--- src/rtl/rps_pkg.sv ---
package rps_pkg;
   typedef enum logic [1:0] {
      TIER_NONE    = 2'd0,
      TIER_OVERDUE = 2'd1,
      TIER_SHRINK  = 2'd2,
      TIER_LONGEST = 2'd3
   } tier_e;
endpackage

--- src/rtl/rps_frame_hist.sv ---
module rps_frame_hist #(
   parameter int CNT_W = 4
) (
   input  logic             clk,
   input  logic             rst_n,
   input  logic             tick_i,
   input  logic             touch_i,
   input  logic             pgin_i,
   input  logic [CNT_W-1:0] idle_i,
   output logic [CNT_W-1:0] cur_o,
   output logic [CNT_W-1:0] prev_o
);
   localparam logic [CNT_W-1:0] CNT_MAX = '1;

   logic use_q;

   always_ff @(posedge clk) begin
      if (!rst_n) begin
         use_q  <= 1'b0;
         cur_o  <= '0;
         prev_o <= '0;
      end else if (pgin_i) begin
         use_q  <= 1'b0;
         cur_o  <= '0;
         prev_o <= idle_i;
      end else if (tick_i) begin
         use_q <= 1'b0;
         if (use_q || touch_i) begin
            prev_o <= cur_o;
            cur_o  <= '0;
         end else if (cur_o != CNT_MAX) begin
            cur_o <= cur_o + 1'b1;
         end
      end else if (touch_i) begin
         use_q <= 1'b1;
      end
   end

   AST_PGIN_LOAD: assert property (@(posedge clk) disable iff (!rst_n)
      pgin_i |=> (cur_o == '0) && (prev_o == $past(idle_i)));
   AST_SAMPLE_RESTART: assert property (@(posedge clk) disable iff (!rst_n)
      tick_i && !pgin_i && (use_q || touch_i) |=> (cur_o == '0) && (prev_o == $past(cur_o)));
   AST_USE_CONSUMED: assert property (@(posedge clk) disable iff (!rst_n)
      tick_i |=> !use_q);
   AST_TOUCH_MARKS: assert property (@(posedge clk) disable iff (!rst_n)
      touch_i && !tick_i && !pgin_i |=> use_q);
   AST_IDLE_SAT: assert property (@(posedge clk) disable iff (!rst_n)
      tick_i && !pgin_i && !use_q && !touch_i && (cur_o == CNT_MAX) |=> cur_o == CNT_MAX);
endmodule

--- src/rtl/rps_pick.sv ---
module rps_pick
   import rps_pkg::*;
#(
   parameter int NFRAMES = 8,
   parameter int CNT_W   = 4,
   localparam int IDX_W  = $clog2(NFRAMES)
) (
   input  logic [NFRAMES*CNT_W-1:0] cur_all_i,
   input  logic [NFRAMES*CNT_W-1:0] prev_all_i,
   input  logic [NFRAMES-1:0]       elig_i,
   output logic [IDX_W-1:0]         idx_o,
   output tier_e                    tier_o
);
   localparam int DW = CNT_W + 2;

   logic                 hit1, hit2, hit3;
   logic [IDX_W-1:0]     idx1, idx2, idx3;
   logic signed [DW-1:0] best2, diff;
   logic [CNT_W-1:0]     best3, c, p;

   always_comb begin
      hit1 = 1'b0; hit2 = 1'b0; hit3 = 1'b0;
      idx1 = '0;   idx2 = '0;   idx3 = '0;
      best2 = '0;  best3 = '0;  diff = '0;
      c = '0;      p = '0;
      for (int i = 0; i < NFRAMES; i++) begin
         c    = cur_all_i[i*CNT_W +: CNT_W];
         p    = prev_all_i[i*CNT_W +: CNT_W];
         diff = $signed({2'b00, p}) - $signed({2'b00, c});
         if (elig_i[i]) begin
            if (!hit1 && ({2'b00, c} > ({2'b00, p} + 1'b1))) begin
               hit1 = 1'b1;
               idx1 = IDX_W'(i);
            end
            if ((c != '0) && (!hit2 || (diff > best2))) begin
               hit2  = 1'b1;
               best2 = diff;
               idx2  = IDX_W'(i);
            end
            if (!hit3 || (p > best3)) begin
               hit3  = 1'b1;
               best3 = p;
               idx3  = IDX_W'(i);
            end
         end
      end
      if (hit1) begin
         idx_o = idx1; tier_o = TIER_OVERDUE;
      end else if (hit2) begin
         idx_o = idx2; tier_o = TIER_SHRINK;
      end else if (hit3) begin
         idx_o = idx3; tier_o = TIER_LONGEST;
      end else begin
         idx_o = '0;   tier_o = TIER_NONE;
      end
   end
endmodule

--- src/rtl/rps_victim_sel.sv ---
module rps_victim_sel
   import rps_pkg::*;
#(
   parameter int NFRAMES = 8,
   parameter int CNT_W   = 4,
   localparam int IDX_W  = $clog2(NFRAMES)
) (
   input  logic               clk,
   input  logic               rst_n,
   input  logic               tick_i,
   input  logic               touch_v_i,
   input  logic [IDX_W-1:0]   touch_idx_i,
   input  logic               pgin_v_i,
   input  logic [IDX_W-1:0]   pgin_idx_i,
   input  logic [CNT_W-1:0]   pgin_idle_i,
   input  logic [NFRAMES-1:0] frame_valid_i,
   input  logic [NFRAMES-1:0] lock_i,
   input  logic               req_i,
   output logic               vic_valid_o,
   output logic [IDX_W-1:0]   vic_idx_o,
   output logic [1:0]         vic_tier_o
);
   if (NFRAMES < 2) begin : g_bad_frames
      $error("rps_victim_sel: NFRAMES must be at least 2");
   end
   if (CNT_W < 2) begin : g_bad_width
      $error("rps_victim_sel: CNT_W must be at least 2");
   end

   logic [NFRAMES*CNT_W-1:0] cur_all, prev_all;
   logic [NFRAMES-1:0]       elig;
   logic [IDX_W-1:0]         pick_idx;
   tier_e                    pick_tier;

   assign elig = frame_valid_i & ~lock_i;

   for (genvar g = 0; g < NFRAMES; g++) begin : g_frame
      rps_frame_hist #(.CNT_W(CNT_W)) u_hist (
         .clk    (clk),
         .rst_n  (rst_n),
         .tick_i (tick_i),
         .touch_i(touch_v_i && (touch_idx_i == IDX_W'(g))),
         .pgin_i (pgin_v_i && (pgin_idx_i == IDX_W'(g))),
         .idle_i (pgin_idle_i),
         .cur_o  (cur_all[g*CNT_W +: CNT_W]),
         .prev_o (prev_all[g*CNT_W +: CNT_W])
      );
   end

   rps_pick #(.NFRAMES(NFRAMES), .CNT_W(CNT_W)) u_pick (
      .cur_all_i (cur_all),
      .prev_all_i(prev_all),
      .elig_i    (elig),
      .idx_o     (pick_idx),
      .tier_o    (pick_tier)
   );

   always_ff @(posedge clk) begin
      if (!rst_n) begin
         vic_valid_o <= 1'b0;
         vic_idx_o   <= '0;
         vic_tier_o  <= TIER_NONE;
      end else begin
         vic_valid_o <= req_i;
         if (req_i) begin
            vic_idx_o  <= pick_idx;
            vic_tier_o <= pick_tier;
         end
      end
   end

   AST_PICK_ELIGIBLE: assert property (@(posedge clk) disable iff (!rst_n)
      vic_valid_o && (vic_tier_o != TIER_NONE) |->
         ((NFRAMES'(1) << vic_idx_o) & $past(elig)) != '0);
   AST_NONE_ONLY_EMPTY: assert property (@(posedge clk) disable iff (!rst_n)
      req_i && (elig == '0) |=> vic_valid_o && (vic_tier_o == TIER_NONE));
   AST_OVERDUE_HOLDS: assert property (@(posedge clk) disable iff (!rst_n)
      vic_valid_o && (vic_tier_o == TIER_OVERDUE) |->
         ({2'b00, CNT_W'($past(cur_all) >> (vic_idx_o*CNT_W))} >
          ({2'b00, CNT_W'($past(prev_all) >> (vic_idx_o*CNT_W))} + 1'b1)));
   AST_SHRINK_NONZERO: assert property (@(posedge clk) disable iff (!rst_n)
      vic_valid_o && (vic_tier_o == TIER_SHRINK) |->
         CNT_W'($past(cur_all) >> (vic_idx_o*CNT_W)) != '0);
endmodule

--- config.mk ---
export PLATFORM = sky130hd
export DESIGN_NAME = rps_victim_sel
export DESIGN_NICKNAME = d
export VERILOG_FILES = /design/src/rtl/rps_pkg.sv /design/src/rtl/rps_frame_hist.sv /design/src/rtl/rps_pick.sv /design/src/rtl/rps_victim_sel.sv
export SDC_FILE = /design/constraint.sdc
export NUM_CORES = 1
export LEC_CHECK = 0
export ABC_AREA = 0
export BUFFER_PORTS_ARGS = -buffer_cell sky130_fd_sc_hd__buf_2
export CORE_AREA = 2 2 173 175
export CTS_BUF_LIST = sky130_fd_sc_hd__clkbuf_8 sky130_fd_sc_hd__clkbuf_16
export DETAILED_ROUTE_END_ITERATION = 12
export DIE_AREA = 0 0 175 177
export GPL_TIMING_DRIVEN = 0
export PLACE_DENSITY_LB_ADDON = 0.2
export SLEW_MARGIN = 10
export SYNTH_ARGS = -nofsm -noshare
export SYNTH_HDL_FRONTEND = slang
export SYNTH_SLANG_ARGS = --single-unit
--- constraint.sdc ---
create_clock -name clk -period 24 [get_ports clk]
set_input_delay 4.8 -clock clk [delete_from_list [all_inputs] [get_ports clk]]
set_output_delay 4.8 -clock clk [all_outputs]
set_load 0.1 [all_outputs]
# --- Yosys cells after proc, flatten, opt, wreduce, memory -nomap -nowiden ---
# Index checks and enable logic that the tools add are counted.
op_classes:
  eq_ne: 22
  reduce_logical: 139
  n_bitwise: 3
  addsub: 24
  mux: 162
  n_lt_le_gt_ge: 22
op_table:
  columns: ["op", "count"]
  rows:
  - ["two-way mux 4 bit", 53]
  - ["two-way mux 3 bit", 42]
  - ["two-way mux 6 bit", 14]
  - ["two-way mux 1 bit", 50]
  - ["> comparator 4 x 6 -> 1 bit", 8]
  - ["nonzero test 2 bit", 24]
  - ["> comparator 6 bit", 7]
  - ["adder 4 x 1 -> 5 bit, second input constant", 8]
  - ["subtractor 4 x 4 -> 5 bit", 8]
  - ["adder 4 x 1 -> 4 bit, second input constant", 8]
  - ["!= test 4 bit, second input constant", 8]
  - ["AND reduction 2 bit", 16]
  - ["nonzero test 4 bit", 8]
  - ["logical AND 1 bit", 30]
  - ["> comparator 4 bit", 7]
  - ["== test 3 bit, second input constant", 8]
  - ["OR reduction 3 bit", 8]
  - ["logical OR 1 bit", 22]
  - ["zero test 1 bit", 21]
  - ["OR reduction 2 bit", 8]
  - ["== test 3 x 2 -> 1 bit, second input constant", 4]
  - ["bitwise AND 8 bit", 1]
  - ["NOT 8 bit", 1]
  - ["== test 3 x 1 -> 1 bit, second input constant", 2]
  - ["other kinds (3)", 6]
totals:
  input_bits: 32
  wordCells: 399
  ff_bits: 78

# --- Depth between registers and ports, before layout ---
depth:
  ltp_word: 40
  mapped_depth: 66
  depth_no_buf: 62

# --- By module ---
# Synthesis repeated with hierarchy kept, for this count alone.
unflattened:
  hier_cells: 1091
  hier_area_um2: 8440.6
modules_own_cells:
  columns: ["module", "seq_area_each_um2", "cells_per_inst", "n_inst", "area_each_um2"]
  rows:
  - ["rps_pick", 0.0, 647, 1, 4864.7]
  - ["rps_frame_hist", 180.2, 49, 8, 396.6]
  - ["rps_victim_sel", 120.1, 52, 1, 402.9]

# --- Worst setup path after synthesis ---
# No wires, ideal clock.
synth_path:
  kind: "input port to flip-flop"
  from: "in lock_i[0]"
  to: "reg vic_idx_o[1]"
  path_buffers: 4
  stages: 58
  arrival_ns: 15.418
  required_ns: 23.873
  path_slack_ns: 8.455
  path_cell_list: "nand2b_1 or3_1 o21ai_0 inv_1 ha_1 and4_1 mux2i_1 o21ai_1 a21oi_1 mux2_2 ha_1 nor2b_1 o31ai_1 a21oi_1 or2_1 buf_6 and2_4 a21oi_1 [22 not listed] mux2_2 ha_1 a211oi_1 o21ai_0 a31oi_1 a21o_1 buf_2 inv_1 o311a_1 ha_1 o21ai_0 a21oi_1 o311ai_0 o21ai_0 a21oi_1 o21ai_0 a2111oi_0 o21ai_1"
synth_via:
  elab_chain_len: 40
  word_cells_on_any_way: 175
  classes_between: "order compare: 14; mux: 110; bitwise: 2; reduce/logical: 49"
synth_rtl:
  columns: ["item", "line_no", "rtl"]
  rows:
  - ["from (decl)", "rps_victim_sel.sv:17", "input logic [NFRAMES-1:0] lock_i,"]
  - ["NOT 8 bit (*)", "rps_victim_sel.sv:35", "assign elig = frame_valid_i & ~lock_i;"]
  - ["bitwise AND 8 bit (*)", "rps_victim_sel.sv:35", null]
  - ["two-way mux 6 bit or two-way mux 1 bit (tied branches)", "rps_pick.sv:30", "if (elig_i[i]) begin"]
  - ["> comparator 6 bit or zero test 1 bit (tied branches)", "rps_pick.sv:35", "if ((c != '0) && (!hit2 || (diff > best2))) begin"]
  - ["logical OR 1 bit", "rps_pick.sv:35", null]
  - ["logical AND 1 bit", "rps_pick.sv:35", null]
  - ["two-way mux 6 bit or two-way mux 1 bit (tied branches)", "rps_pick.sv:35", null]
  - ["two-way mux 6 bit or two-way mux 1 bit (tied branches)", "rps_pick.sv:30", null]
  - ["[24 not listed]", null, null]
  - ["two-way mux 6 bit or two-way mux 1 bit (tied branches)", "rps_pick.sv:30", null]
  - ["> comparator 6 bit or zero test 1 bit (tied branches)", "rps_pick.sv:35", null]
  - ["logical OR 1 bit", "rps_pick.sv:35", null]
  - ["logical AND 1 bit", "rps_pick.sv:35", null]
  - ["two-way mux 3 bit or two-way mux 1 bit (tied branches)", "rps_pick.sv:35", null]
  - ["two-way mux 3 bit or two-way mux 1 bit (tied branches)", "rps_pick.sv:30", null]
  - ["two-way mux 3 bit", "rps_pick.sv:49", "end else if (hit2) begin"]
  - ["two-way mux 3 bit (*)", "rps_pick.sv:47", "if (hit1) begin"]
  - ["to (signal assigned)", "rps_victim_sel.sv:66", "vic_idx_o <= pick_idx;"]
  - ["to (decl)", "rps_victim_sel.sv:20", "output logic [IDX_W-1:0] vic_idx_o,"]
# Every way passes the cells marked *; elsewhere a longest branch is shown, timed or not.
# A chain may end at the register's enable or synchronous reset.

# --- Final worst setup path ---
# Ends and elaborated chain as after synthesis.

==> summary by stage <==
STA
At the pin with the least slew margin, the transition time is 971 ps. The count of pins over their slew limit came to 0. The setup-violating endpoint count in the final report is 0. Measured against its own limit, the worst slew margin works out to 35.0%.

The worst path needs 17770 ps of the cycle, external delays included. The number of hold violations in the final report is 0. The worst slack on hold paths is 438 ps. The highest attainable clock frequency is 56.3 MHz.

The share of the cycle needed by the critical path after routing is 74.1%. Across the routed clock network, the largest skew measured is about 11 ps. Setup repair after global routing left no endpoint under its margin. Setup total negative slack on the finished layout was measured at 0 ps. Once routing completed, OpenROAD measured the worst setup slack at 6230 ps.

Logic synthesis
The synthesized netlist devotes 3.85% of its cell area to XOR and XNOR gates. The cell taking the most area after synthesis is sky130_fd_sc_hd__ha_1. The number of nets in the synthesized netlist is 1264.

The cell count after synthesis came out at approximately 1100. The dominant combinational cell family by area after synthesis is compound AO/OA/AOI/OAI gates. The synthesized netlist devotes a little under a quarter of its cell area to adder and majority cells.

The most used flip-flop cell after synthesis is sky130_fd_sc_hd__dfxtp_1. The part of the Yosys area used for sequential elements is 18.0%. The async set or reset register ratio after synthesis is 0%. The number of synthesis warnings is 0. The synthesized netlist devotes ~20% of its cell area to simple gates.

The number of different library cells used by synthesis comes to 75. The number of enable-type register cells in the synthesized netlist is 0. The area share of the largest cell type after synthesis is 21.8%. The count of state elements after synthesis is 78. In the post-synthesis netlist, the biggest area contributors are sky130_fd_sc_hd__ha_1, sky130_fd_sc_hd__dfxtp_1, sky130_fd_sc_hd__a21oi_1. The cell area that synthesis handed to floorplanning was roughly 0.0087 mm². The portion of synthesized area spent on multiplexers is approximately 4.7%.

Averaged over all synthesized cells, the footprint is a little over 8 µm². The compound-gate portion of the synthesized area is between 20% and 30%.

Placed design
The minimum setup slack after placement is between 6000 and 7000 ps. In this run, placement finished with an instance count of 1489. The HPWL after detailed placement is 22.1 mm. At the end of routability-driven placement, the weighted congestion stood at just over 0.8.

The number of input and output port buffers inserted is 26.

Route
The number of optimization iterations in the first detailed-route pass is 6. After detailed routing, the number of vias per cell comes to 5.26. The number of vias in the routed layout is 7922.

After detailed routing, the average wire length per cell comes to 18.0 µm. The detailed router finished its first iteration with 529 violations. The met2 wire length is 12.9 mm. The routed design has 27.1 mm of wire. Once detail routing completed, the nets flagged for antenna violations numbered 0.

The met1 layer wirelength in the final routing is 12.5 mm. For this run, design rule violations remaining after detail routing come to 0. Detailed routing placed a total of around 1000 µm of wire on met3. The highest layer used for signal routing is met4.

Global routing
Summed over all layers, the global routing overflow is 0. The total global-route track usage is 17.7%. Entering global routing, the biggest net connects 16 pins. The first global-routing pass estimated 42.8 mm of wire. The number of global-route vias before repair is 7709. The number of antenna violations at the first check in global routing is 0.

Hold path
The type of the most critical hold path is reg -> reg.

Setup path
The number of buffer and inverter instances along the worst setup path is 8. The slowest cell on the critical path is sky130_fd_sc_hd__a21oi_1. The worst setup path is captured at a flop. For the worst setup path, the data required time is 24230 ps.

The type of element launching the critical path is an input port. The arrival time at the worst endpoint is approximately 18000 ps. The worst setup path is of the in -> reg kind.

The largest fanout on the critical path is 10. Setup slack on the worst reg-to-reg path comes out at approximately 10000 ps. The kind of cell with the highest combined delay on the critical path is compound AO/OA/AOI/OAI gates. The largest single stage delay on the critical path is 580 ps.

Finish
The number of antenna diodes in the final layout is 0. After filler insertion, the fill cell instance count of the layout stands at 3096. Of the cells placed in the final design, the portion with a size suffix greater than 1 is 7.89%.

The post-layout utilization of the core is 32.8%. The area added between synthesis and finish is 10.9%. The net total in the final layout is 1301. The count of cells in the finished layout, fillers not included, comes to 1505.

Clocking
The number of CTS-inserted buffers is 9. Clock tree synthesis selected as its root buffer the cell sky130_fd_sc_hd__clkbuf_16. The clock sink total is slightly below 80. Gates resized during post-CTS repair numbered 0. Counting along the longest clock path gives a buffer depth of 2.

TritonCTS built the clock tree. The hold-fix buffer count after cts is 0. The buffers inserted during post-CTS setup optimization is 0.

The number of H-tree levels is 3. The worst-skew pair later-pin latency is 360 ps. The clock-pin slew on the worst setup and hold paths is 70 ps.

Floorplan
The area of the core is approximately 0.03 mm². The floorplan die area is roughly 0.031 mm². The starting density of the core is 29.6%. The height of the die is 177 µm. The standard-cell row count is 63. The horizontal extent of the die is 175 µm. The I/O pin count is 38.

Run status
The flow ran to the end, and the final reports show no timing, DRC or antenna violations.

Pwr
Across the VDD grid, the largest voltage drop is roughly 29 µV. Dividing total power by cell area gives a power density of 54.4 mW/mm². For this design the static power due to leakage is 4.27 nW.

Flow run
Max-cap violations in this run came to 0.
## tightest hold or removal path: cells and delay by family (launching register included)
family	cells	cell delay, ps
DFF	1	310
and+or+nand+nor	2	90
## area by class of cell
cell class | instances | area [µm²] | area share [%]
Clock buffer | 9 | 225 | 2.35
Clock inverter | 7 | 104 | 1.08
Timing Repair Buffer | 26 | 130 | 1.36
Tap cell | 390 | 488 | 5.08
Inverter | 89 | 334 | 3.48
Sequential cell | 78 | 1560 | 16.3
Buffer | 32 | 134 | 1.39
Multi-Input combinational cell | 874 | 6620 | 69.0
## per-layer routing
metal | global-route usage, % | vias to the layer above
met5 | 0 | -
met2 | 31.2 | 149
met1 | 23.0 | 3734
met4 | 4.27 | 0
met3 | 2.21 | 33
li1 | - | 4006
## metrics by stage
stage               total power, mW  cell area [µm²]
floorplan                     0.311             8650
global placement              0.366             9270
detailed placement            0.368             9270
CTS                           0.527             9600
global route                  0.561             9600
finish                        0.522             9600
## cell usage after synthesis, types with 9 or more instances
| cell type | instances |
|---|---|
| sky130_fd_sc_hd__a21o_1 | 26 |
| sky130_fd_sc_hd__a21oi_1 | 91 |
| sky130_fd_sc_hd__a31oi_1 | 14 |
| sky130_fd_sc_hd__clkbuf_1 | 26 |
| sky130_fd_sc_hd__dfxtp_1 | 78 |
| sky130_fd_sc_hd__ha_1 | 151 |
| sky130_fd_sc_hd__inv_1 | 88 |
| sky130_fd_sc_hd__mux2i_1 | 26 |
| sky130_fd_sc_hd__nand2_1 | 100 |
| sky130_fd_sc_hd__nand2b_1 | 20 |
| sky130_fd_sc_hd__nand3_1 | 27 |
| sky130_fd_sc_hd__nand4_1 | 37 |
| sky130_fd_sc_hd__nor2_1 | 57 |
| sky130_fd_sc_hd__nor2b_1 | 26 |
| sky130_fd_sc_hd__nor3_1 | 20 |
| sky130_fd_sc_hd__nor3b_1 | 12 |
| sky130_fd_sc_hd__nor4_1 | 9 |
| sky130_fd_sc_hd__o211a_1 | 33 |
| sky130_fd_sc_hd__o211ai_1 | 30 |
| sky130_fd_sc_hd__o21a_1 | 9 |
| sky130_fd_sc_hd__o21ai_0 | 36 |
| sky130_fd_sc_hd__xnor2_1 | 24 |
| sky130_fd_sc_hd__xor2_1 | 14 |
## sequential cells by signal (all words and copies together) (netlist names)
name	count
vic_tier_o	2
g_frame.u_hist.cur_o	32
vic_idx_o	3
vic_valid_o	1
g_frame.u_hist.use_q	8
g_frame.u_hist.prev_o	32
## final timing paths
kind              cells after the start           end                       start
hold / removal                        2  vic_idx_o[2]                vic_idx_o[2]
hold reg to reg                       2  vic_idx_o[2]                vic_idx_o[2]
setup / recovery                     61  vic_idx_o[1]                   lock_i[0]
setup reg to reg                     62  vic_idx_o[1]  g_frame[0].u_hist.cur_o[1]
## cell usage in the layout (no fill, tap or decap), types with 27 or more instances in the layout
master and n:
sky130_fd_sc_hd__o211ai_1 30, sky130_fd_sc_hd__ha_1 151, sky130_fd_sc_hd__nand2_1 100, sky130_fd_sc_hd__nand4_1 37
sky130_fd_sc_hd__dfxtp_1 78, sky130_fd_sc_hd__nand3_1 27, sky130_fd_sc_hd__a21oi_1 91, sky130_fd_sc_hd__buf_2 30
sky130_fd_sc_hd__o211a_1 33, sky130_fd_sc_hd__nor2_1 57, sky130_fd_sc_hd__o21ai_0 36, sky130_fd_sc_hd__inv_1 88
## logic make-up after synthesis
family | Yosys count
compound gates | 300
simple gates | 340
flops | 78
buf+inv | 121
mux | 37
fa+ha+maj | 159
xor+xnor | 38
## power breakdown
part           leakage (nW)  internal, mW  switching, mW  total (mW)
Combinational          3.48        0.0885          0.130       0.219
Clock                 0.155        0.0927         0.0640       0.157
Sequential            0.636         0.136         0.0104       0.147
Total                  4.27         0.317          0.205       0.522
(Power assumes the default switching activity.)
